`src/rtl/dbg_tap_pkg.sv`:
```
`timescale 1ns/1ps
package dbg_tap_pkg;

   typedef enum logic [3:0] {
      TS_RESET, TS_IDLE,
      TS_SEL_DR, TS_CAP_DR, TS_SH_DR, TS_EX1_DR, TS_PAU_DR, TS_EX2_DR, TS_UPD_DR,
      TS_SEL_IR, TS_CAP_IR, TS_SH_IR, TS_EX1_IR, TS_PAU_IR, TS_EX2_IR, TS_UPD_IR
   } tap_state_t;

   localparam int OPC_W = 4;

   localparam logic [OPC_W-1:0] OP_EXTEST  = 4'h0;
   localparam logic [OPC_W-1:0] OP_SELECT  = 4'h2;
   localparam logic [OPC_W-1:0] OP_RESTART = 4'h4;
   localparam logic [OPC_W-1:0] OP_CLAMP   = 4'h5;
   localparam logic [OPC_W-1:0] OP_HIGHZ   = 4'h7;
   localparam logic [OPC_W-1:0] OP_CLAMPZ  = 4'h9;
   localparam logic [OPC_W-1:0] OP_INTEST  = 4'hC;
   localparam logic [OPC_W-1:0] OP_IDCODE  = 4'hE;
   localparam logic [OPC_W-1:0] OP_BYPASS  = 4'hF;

   localparam logic [OPC_W-1:0] IR_CAPTURE = 4'b0001;

   typedef enum logic [1:0] {DR_BYPASS, DR_IDENT, DR_SELECT, DR_CHAIN} dr_kind_t;

   // Which data register sits behind TDI/TDO for a given instruction.
   function automatic dr_kind_t pick_dr(input logic [OPC_W-1:0] op, input logic chain_ok);
      dr_kind_t k;
      case (op)
         OP_IDCODE:            k = DR_IDENT;
         OP_SELECT:            k = DR_SELECT;
         OP_INTEST, OP_EXTEST: k = chain_ok ? DR_CHAIN : DR_BYPASS;
         default:              k = DR_BYPASS;
      endcase
      return k;
   endfunction

endpackage

```
`src/rtl/dbg_tap_fsm.sv`:
```
`timescale 1ns/1ps
module dbg_tap_fsm
   import dbg_tap_pkg::*;
(
   input  logic       tck,
   input  logic       trst_n,
   input  logic       tms,
   output tap_state_t st
);

   tap_state_t nxt;

   always_comb begin
      case (st)
         TS_RESET:  nxt = tms ? TS_RESET  : TS_IDLE;
         TS_IDLE:   nxt = tms ? TS_SEL_DR : TS_IDLE;
         TS_SEL_DR: nxt = tms ? TS_SEL_IR : TS_CAP_DR;
         TS_CAP_DR: nxt = tms ? TS_EX1_DR : TS_SH_DR;
         TS_SH_DR:  nxt = tms ? TS_EX1_DR : TS_SH_DR;
         TS_EX1_DR: nxt = tms ? TS_UPD_DR : TS_PAU_DR;
         TS_PAU_DR: nxt = tms ? TS_EX2_DR : TS_PAU_DR;
         TS_EX2_DR: nxt = tms ? TS_UPD_DR : TS_SH_DR;
         TS_UPD_DR: nxt = tms ? TS_SEL_DR : TS_IDLE;
         TS_SEL_IR: nxt = tms ? TS_RESET  : TS_CAP_IR;
         TS_CAP_IR: nxt = tms ? TS_EX1_IR : TS_SH_IR;
         TS_SH_IR:  nxt = tms ? TS_EX1_IR : TS_SH_IR;
         TS_EX1_IR: nxt = tms ? TS_UPD_IR : TS_PAU_IR;
         TS_PAU_IR: nxt = tms ? TS_EX2_IR : TS_PAU_IR;
         TS_EX2_IR: nxt = tms ? TS_UPD_IR : TS_SH_IR;
         TS_UPD_IR: nxt = tms ? TS_SEL_DR : TS_IDLE;
         default:   nxt = TS_RESET;
      endcase
   end

   always_ff @(posedge tck or negedge trst_n) begin
      if (!trst_n) st <= TS_RESET;
      else         st <= nxt;
   end

endmodule

```
`src/rtl/dbg_tap_ir.sv`:
```
`timescale 1ns/1ps
module dbg_tap_ir
   import dbg_tap_pkg::*;
(
   input  logic             tck,
   input  logic             trst_n,
   input  logic             tdi,
   input  tap_state_t       st,
   output logic [OPC_W-1:0] ir_cur,
   output logic             ir_sdo
);

   logic [OPC_W-1:0] ir_sh;

   always_ff @(posedge tck or negedge trst_n) begin
      if (!trst_n) begin
         ir_sh  <= IR_CAPTURE;
         ir_cur <= OP_IDCODE;
      end else begin
         case (st)
            TS_RESET:  ir_cur <= OP_IDCODE;
            TS_CAP_IR: ir_sh  <= IR_CAPTURE;
            TS_SH_IR:  ir_sh  <= {tdi, ir_sh[OPC_W-1:1]};
            TS_UPD_IR: ir_cur <= ir_sh;
            default:   ;
         endcase
      end
   end

   assign ir_sdo = ir_sh[0];

endmodule

```
`src/rtl/dbg_tap_dr.sv`:
```
`timescale 1ns/1ps
module dbg_tap_dr
   import dbg_tap_pkg::*;
#(
   parameter int          SEL_W    = 4,
   parameter int          DBUS_W   = 32,
   parameter int          ID_W     = 32,
   parameter logic [31:0] ID_VALUE = 32'h4A51_D2C3,
   parameter int          NUM_CH   = 3
) (
   input  logic             tck,
   input  logic             trst_n,
   input  logic             tdi,
   input  tap_state_t       st,
   input  logic [OPC_W-1:0] ir_cur,
   input  logic             periph_sdo,
   input  logic             dbgreg_sdo,
   output logic             dr_sdo,
   output logic [SEL_W-1:0] sel_cur,
   output logic [NUM_CH-1:0] chain_capture,
   output logic [NUM_CH-1:0] chain_shift,
   output logic [NUM_CH-1:0] chain_update
);

   localparam int               CORE_LEN    = DBUS_W + 1;
   localparam logic [SEL_W-1:0] SEL_CAPTURE = {1'b1, {(SEL_W-1){1'b0}}};
   localparam logic [SEL_W-1:0] SEL_LIMIT   = SEL_W'(NUM_CH);

   logic                 byp;
   logic [ID_W-1:0]      id_sh;
   logic [SEL_W-1:0]     sel_sh;
   logic [CORE_LEN-1:0]  core_sh;
   logic [NUM_CH-1:0]    hit;
   logic [NUM_CH-1:0]    ch_sdo;
   dr_kind_t             kind;

   assign kind = pick_dr(ir_cur, sel_cur < SEL_LIMIT);

   for (genvar i = 0; i < NUM_CH; i++) begin : g_strobe
      assign hit[i]           = (kind == DR_CHAIN) && (sel_cur == SEL_W'(i));
      assign chain_capture[i] = hit[i] && (st == TS_CAP_DR);
      assign chain_shift[i]   = hit[i] && (st == TS_SH_DR);
      assign chain_update[i]  = hit[i] && (st == TS_UPD_DR);
   end

   always_ff @(posedge tck or negedge trst_n) begin
      if (!trst_n) begin
         byp     <= 1'b0;
         id_sh   <= ID_VALUE[ID_W-1:0];
         sel_sh  <= SEL_CAPTURE;
         sel_cur <= '0;
      end else begin
         case (st)
            TS_CAP_DR: begin
               byp <= 1'b0;
               if (kind == DR_IDENT)  id_sh  <= ID_VALUE[ID_W-1:0];
               if (kind == DR_SELECT) sel_sh <= SEL_CAPTURE;
            end
            TS_SH_DR: begin
               byp <= tdi;
               if (kind == DR_IDENT)  id_sh  <= {tdi, id_sh[ID_W-1:1]};
               if (kind == DR_SELECT) sel_sh <= {tdi, sel_sh[SEL_W-1:1]};
            end
            TS_UPD_DR: if (kind == DR_SELECT) sel_cur <= sel_sh;
            default: ;
         endcase
      end
   end

   // Core data bus chain: data bits plus the breakpoint bit, kept inside.
   always_ff @(posedge tck or negedge trst_n) begin
      if (!trst_n)             core_sh <= '0;
      else if (chain_shift[1]) core_sh <= {tdi, core_sh[CORE_LEN-1:1]};
   end

   assign ch_sdo[0] = periph_sdo;
   assign ch_sdo[1] = core_sh[0];
   assign ch_sdo[2] = dbgreg_sdo;

   always_comb begin
      case (kind)
         DR_IDENT:  dr_sdo = id_sh[0];
         DR_SELECT: dr_sdo = sel_sh[0];
         DR_CHAIN:  dr_sdo = |(hit & ch_sdo);
         default:   dr_sdo = byp;
      endcase
   end

endmodule

```
`src/rtl/dbg_tap_top.sv`:
```
`timescale 1ns/1ps
module dbg_tap_top
   import dbg_tap_pkg::*;
#(
   parameter int          SEL_W    = 4,
   parameter int          DBUS_W   = 32,
   parameter logic [31:0] ID_VALUE = 32'h4A51_D2C3
) (
   input  logic       tck,
   input  logic       trst_n,
   input  logic       tms,
   input  logic       tdi,
   input  logic       periph_sdo,
   input  logic       dbgreg_sdo,
   output logic       tdo,
   output logic       restart_req,
   output logic [2:0] chain_capture,
   output logic [2:0] chain_shift,
   output logic [2:0] chain_update
);

   localparam int NUM_CH = 3;
   localparam int ID_W   = 32;

   if (SEL_W < 2) begin : g_bad_sel
      $error("dbg_tap_top: SEL_W must hold chain numbers 0..2");
   end
   if (DBUS_W < 1) begin : g_bad_bus
      $error("dbg_tap_top: DBUS_W must be positive");
   end
   if (ID_VALUE[0] != 1'b1) begin : g_bad_id
      $error("dbg_tap_top: ID_VALUE bit 0 must be set");
   end

   tap_state_t       st;
   logic [OPC_W-1:0] ir_cur;
   logic             ir_sdo;
   logic             dr_sdo;
   logic [SEL_W-1:0] sel_cur;

   dbg_tap_fsm u_fsm (
      .tck    (tck),
      .trst_n (trst_n),
      .tms    (tms),
      .st     (st)
   );

   dbg_tap_ir u_ir (
      .tck    (tck),
      .trst_n (trst_n),
      .tdi    (tdi),
      .st     (st),
      .ir_cur (ir_cur),
      .ir_sdo (ir_sdo)
   );

   dbg_tap_dr #(
      .SEL_W    (SEL_W),
      .DBUS_W   (DBUS_W),
      .ID_W     (ID_W),
      .ID_VALUE (ID_VALUE),
      .NUM_CH   (NUM_CH)
   ) u_dr (
      .tck           (tck),
      .trst_n        (trst_n),
      .tdi           (tdi),
      .st            (st),
      .ir_cur        (ir_cur),
      .periph_sdo    (periph_sdo),
      .dbgreg_sdo    (dbgreg_sdo),
      .dr_sdo        (dr_sdo),
      .sel_cur       (sel_cur),
      .chain_capture (chain_capture),
      .chain_shift   (chain_shift),
      .chain_update  (chain_update)
   );

   assign restart_req = (st == TS_IDLE) && (ir_cur == OP_RESTART);

   always_ff @(negedge tck or negedge trst_n) begin
      if (!trst_n)              tdo <= 1'b0;
      else if (st == TS_SH_IR)  tdo <= ir_sdo;
      else if (st == TS_SH_DR)  tdo <= dr_sdo;
      else                      tdo <= 1'b0;
   end

endmodule

```
`config.mk`:
```
export PLATFORM = sky130hd
export DESIGN_NAME = dbg_tap_top
export DESIGN_NICKNAME = d
export VERILOG_FILES = /design/src/rtl/dbg_tap_pkg.sv /design/src/rtl/dbg_tap_fsm.sv /design/src/rtl/dbg_tap_ir.sv /design/src/rtl/dbg_tap_dr.sv /design/src/rtl/dbg_tap_top.sv
export SDC_FILE = /design/constraint.sdc
export NUM_CORES = 1
export LEC_CHECK = 0
export CAP_MARGIN = 10
export CORE_AREA = 3 3 110 112
export DETAILED_ROUTE_END_ITERATION = 8
export DIE_AREA = 0 0 113 115
export PLACE_DENSITY = 0.6
export SYNTH_ARGS = -nofsm -noshare
export SYNTH_HDL_FRONTEND = slang
export SYNTH_SLANG_ARGS = --single-unit
```
`constraint.sdc`:
```
create_clock -name tck -period 5.74 [get_ports tck]
set_clock_uncertainty 0.1 [all_clocks]
set_input_delay 1.148 -clock tck [delete_from_list [all_inputs] [get_ports tck]]
set_output_delay 1.148 -clock tck [all_outputs]
set_load 0.005 [all_outputs]
```
==> qor.csv <==
stage,metric,value,unit
run_status,status,finished clean,
sta,slew_headroom,0.217,
critical_path,reg2reg_to,tdo$_DFF_NN0_,
power_and_ir_drop,power_density,468,nW/um^2
route,dr.pass1.iters,4,
hold_path,hp-class,flop to flop,
critical_path,slowest_delay,0.50,ns
route,num_vias,2381,
logic_synthesis,avgSynthCellArea,12.9,sq um
cts,ctsResizeCount,0,
cts,htreeDepth,3,
route,wirelength,6990,um
cts,cts_root_buf,clkbuf_16,
floorplan,coreArea,11300,sq um
placement,finalWeightedCongestion,0.741,
logic_synthesis,synth_top_area_frac,0.429,
cts,numCtsBuffers,9,
cells_and_area,drive_above_1_share,0.247,
placement,port_buffers,16,
power_and_ir_drop,pwr-share-clk,0.284,
critical_path,critPathLaunch,tdo$_DFF_NN0_,
sta,holdWs,0.382,ns
route,drc,0,
critical_path,crit_family,buffers and inverters,
logic_synthesis,ys_top_cells_by_area,"dfrtp_1, dfstp_2, mux2_4",
route,routed_via_density,5.19,
critical_path,worstRegToRegCells,4,
sta,hold_violations,0,
cts,cts.sinks,87,
route,post_drt_wl_per_cell,15.2,um
global_route,grt_max_degree,48,
critical_path,crit_path_cell_trace,clkdlybuf4s50_1,
global_route,grt_usage,0.114,
placement,post_dp_cell_area,4130,sq um
cts,cts_tree,done,
sta,tns,0,ns
placement,dp_hpwl,4420,um
route,drtAntennaViolNets,0,
cells_and_area,fin_cells,459,
logic_synthesis,syn-instance-count,303,
cts,post-cts-setup-buffers,0,
job,cap_violations,0,
critical_path,cp_slowest_cell,clkdlybuf4s50_1,
global_route,grt_first_pass_wirelength,11900,um
global_route,antenna_found_initial,0,
hold_path,hold_depth,1,
floorplan,ioPinCount,17,
critical_path,critPathBufInv,1,
critical_path,crit_required,4.49,ns
sta,final-setup-viol-count,0,
route,drt-initial-drc-count,145,
cells_and_area,antenna_cells,0,
floorplan,die_y,115,um
logic_synthesis,synth-edff-count,0,
floorplan,rows,39,
logic_synthesis,ys_async_sr_fraction,1.00,
cts,clk_pin_slew,0.07,ns
power_and_ir_drop,intPower,1.41,mW
power_and_ir_drop,ir_drop,0.178,mV
floorplan,dieArea,13000,sq um
global_route,grt_pass1_vias,2345,
critical_path,reg2reg_slack,1.20,ns
logic_synthesis,yosys.area.top_type,dfrtp_1,
logic_synthesis,seq_area_frac_synth,0.563,
logic_synthesis,synth_warnings,0,
critical_path,rr_startpoint,u_ir.ir_cur[3]$_DFFE_PN1P_,
critical_path,endpoint_kind,output port,
logic_synthesis,synth_nets,309,
critical_path,critPathLaunchType,flop,
power_and_ir_drop,combPwrFrac,0.263,
logic_synthesis,ys.flop_type,dfrtp_1,
sta,worstMarginPinSlew,1.17,ns
floorplan,start_util,0.345,
cells_and_area,final_area,4440,sq um
hold_path,min_from,u_dr.core_sh[27]$_DFFE_PN0P_,
power_and_ir_drop,seq_power_share,0.453,
cells_and_area,area_delta_synth_final,13.6,%
logic_synthesis,synth_area,3910,sq um
power_and_ir_drop,p_leak,2.02,nW
hold_path,hold_end,u_dr.core_sh[26]$_DFFE_PN0P_,
power_and_ir_drop,netSwitchingPower,0.664,mW
logic_synthesis,synth_cell_types,56,
cells_and_area,utilization,0.392,
sta,rsz0062_at_grt,no,
logic_synthesis,ys_ff_latch,87,
cts,clkLatencyLatePin,0.33,ns
critical_path,worstSetupPathType,flop to output port,
floorplan,die_w,113,um
cts,cts-hold-fix-buffers,0,
critical_path,worstPathArrival,4.11,ns
cts,cts_max_path_buffers,2,
critical_path,crit_fanout,1,
global_route,grt_remaining_overflow,0,
power_and_ir_drop,swShare,0.320,
sta,report.final.slew_viol_count,0,
placement,dpl.cell_count,443,
cells_and_area,num-nets-final,317,
[sequential cells by signal, summed over array words and instances (netlist names)]
register,flops
u_dr.id_sh,32
u_dr.core_sh,33
u_ir.ir_cur,4
u_dr.sel_cur,4
u_dr.byp,1
u_dr.sel_sh,4
u_ir.ir_sh,4
tdo,1
u_fsm.st,4
[metrics by stage]
stage / worst slack (ns) / power [mW]
floorplan: 1.13 / 1.37
global placement: 0.594 / 1.47
detailed placement: 0.545 / 1.50
CTS: 0.366 / 2.09
global route: 0.344 / 2.20
finish: 0.386 / 2.07
[how the worst max path moves through the flow]
stage	end	cells after the start
floorplan	tdo$_DFF_NN0_	4
global placement	tdo$_DFF_NN0_	5
detailed placement	tdo$_DFF_NN0_	5
CTS	tdo	1
global route	tdo	1
finish	tdo	1
[power groups by stage]
stage          Combinational (mW)  Sequential (mW)  Clock, mW
2_1_floorplan               0.501            0.871          0
3_3_place_gp                0.529            0.943          0
3_5_place_dp                0.549            0.948          0
4_1_cts                     0.552            0.938      0.604
5_1_grt                     0.603            0.964      0.631
6_report                    0.546            0.941      0.588
[cells in the final DEF, fill, tap and decap left out, types with 2 or more instances in the layout]
cell type        netlist  routed
a21oi_1               10      10
a22o_1                21      21
a22oi_1                4       4
buf_4                  2       4
clkbuf_16              0       9
clkdlybuf4s50_1        0      15
clkinv_4               0       3
dfrtp_1               67      67
dfstp_2               19      19
inv_1                  5       5
mux2_1                 7       7
mux2_4                29      29
mux2i_1                2       2
nand2_1               15      15
nand2b_1               4       4
nand3_1                4       4
nand3b_1               2       2
nor2_1                20      20
nor2b_1                6       6
nor3_1                 2       2
nor4_1                 4       4
nor4bb_1               2       2
o21a_1                 2       2
o21ai_0               10      10
o21ai_1                2       2
o22a_1                14      14
or3_1                  2       2
[Yosys cell counts (6+ instances only)]
| cell type | n |
|---|---|
| clkbuf_1 | 6 |
| o21ai_0 | 10 |
| nor2_1 | 20 |
| o22a_1 | 14 |
| a21oi_1 | 10 |
| nand2_1 | 15 |
| a22o_1 | 21 |
| buf_2 | 7 |
| mux2_4 | 29 |
| nor2b_1 | 6 |
| mux2_1 | 7 |
| dfstp_2 | 19 |
| dfrtp_1 | 67 |
[cell type report]
class                           count  area, sq um
Tap cell                          143          179
Clock inverter                      5         65.1
Clock buffer                       11          243
Inverter                            6         22.5
Fill cell                        1070         6880
Timing Repair Buffer               19          180
Sequential cell                    87         2200
Multi-Input combinational cell    188         1550
[cell families (layout without fill, tap and decap cells)]
family	Yosys count	count (layout)	synth area share
muxes	38	38	0.137
buffers and inverters	28	41	0.0407
xor gates and xnor gates	1	1	0.00224
and+or+nand+nor	76	76	0.116
AOI/OAI and AO/OA	73	73	0.141
DFF	87	87	0.563
[layer usage]
| metal | global-route usage | wire length [um] | share of wire |
|---|---|---|---|
| met2 | 0.174 | 3190 | 0.46 |
| met5 | 0 | 0 | 0 |
| met3 | 0.0426 | 187 | 0.027 |
| met4 | 0.0264 | 97 | 0.014 |
| met1 | 0.155 | 3520 | 0.50 |
No activity file was read; power rests on OpenSTA's default activity.
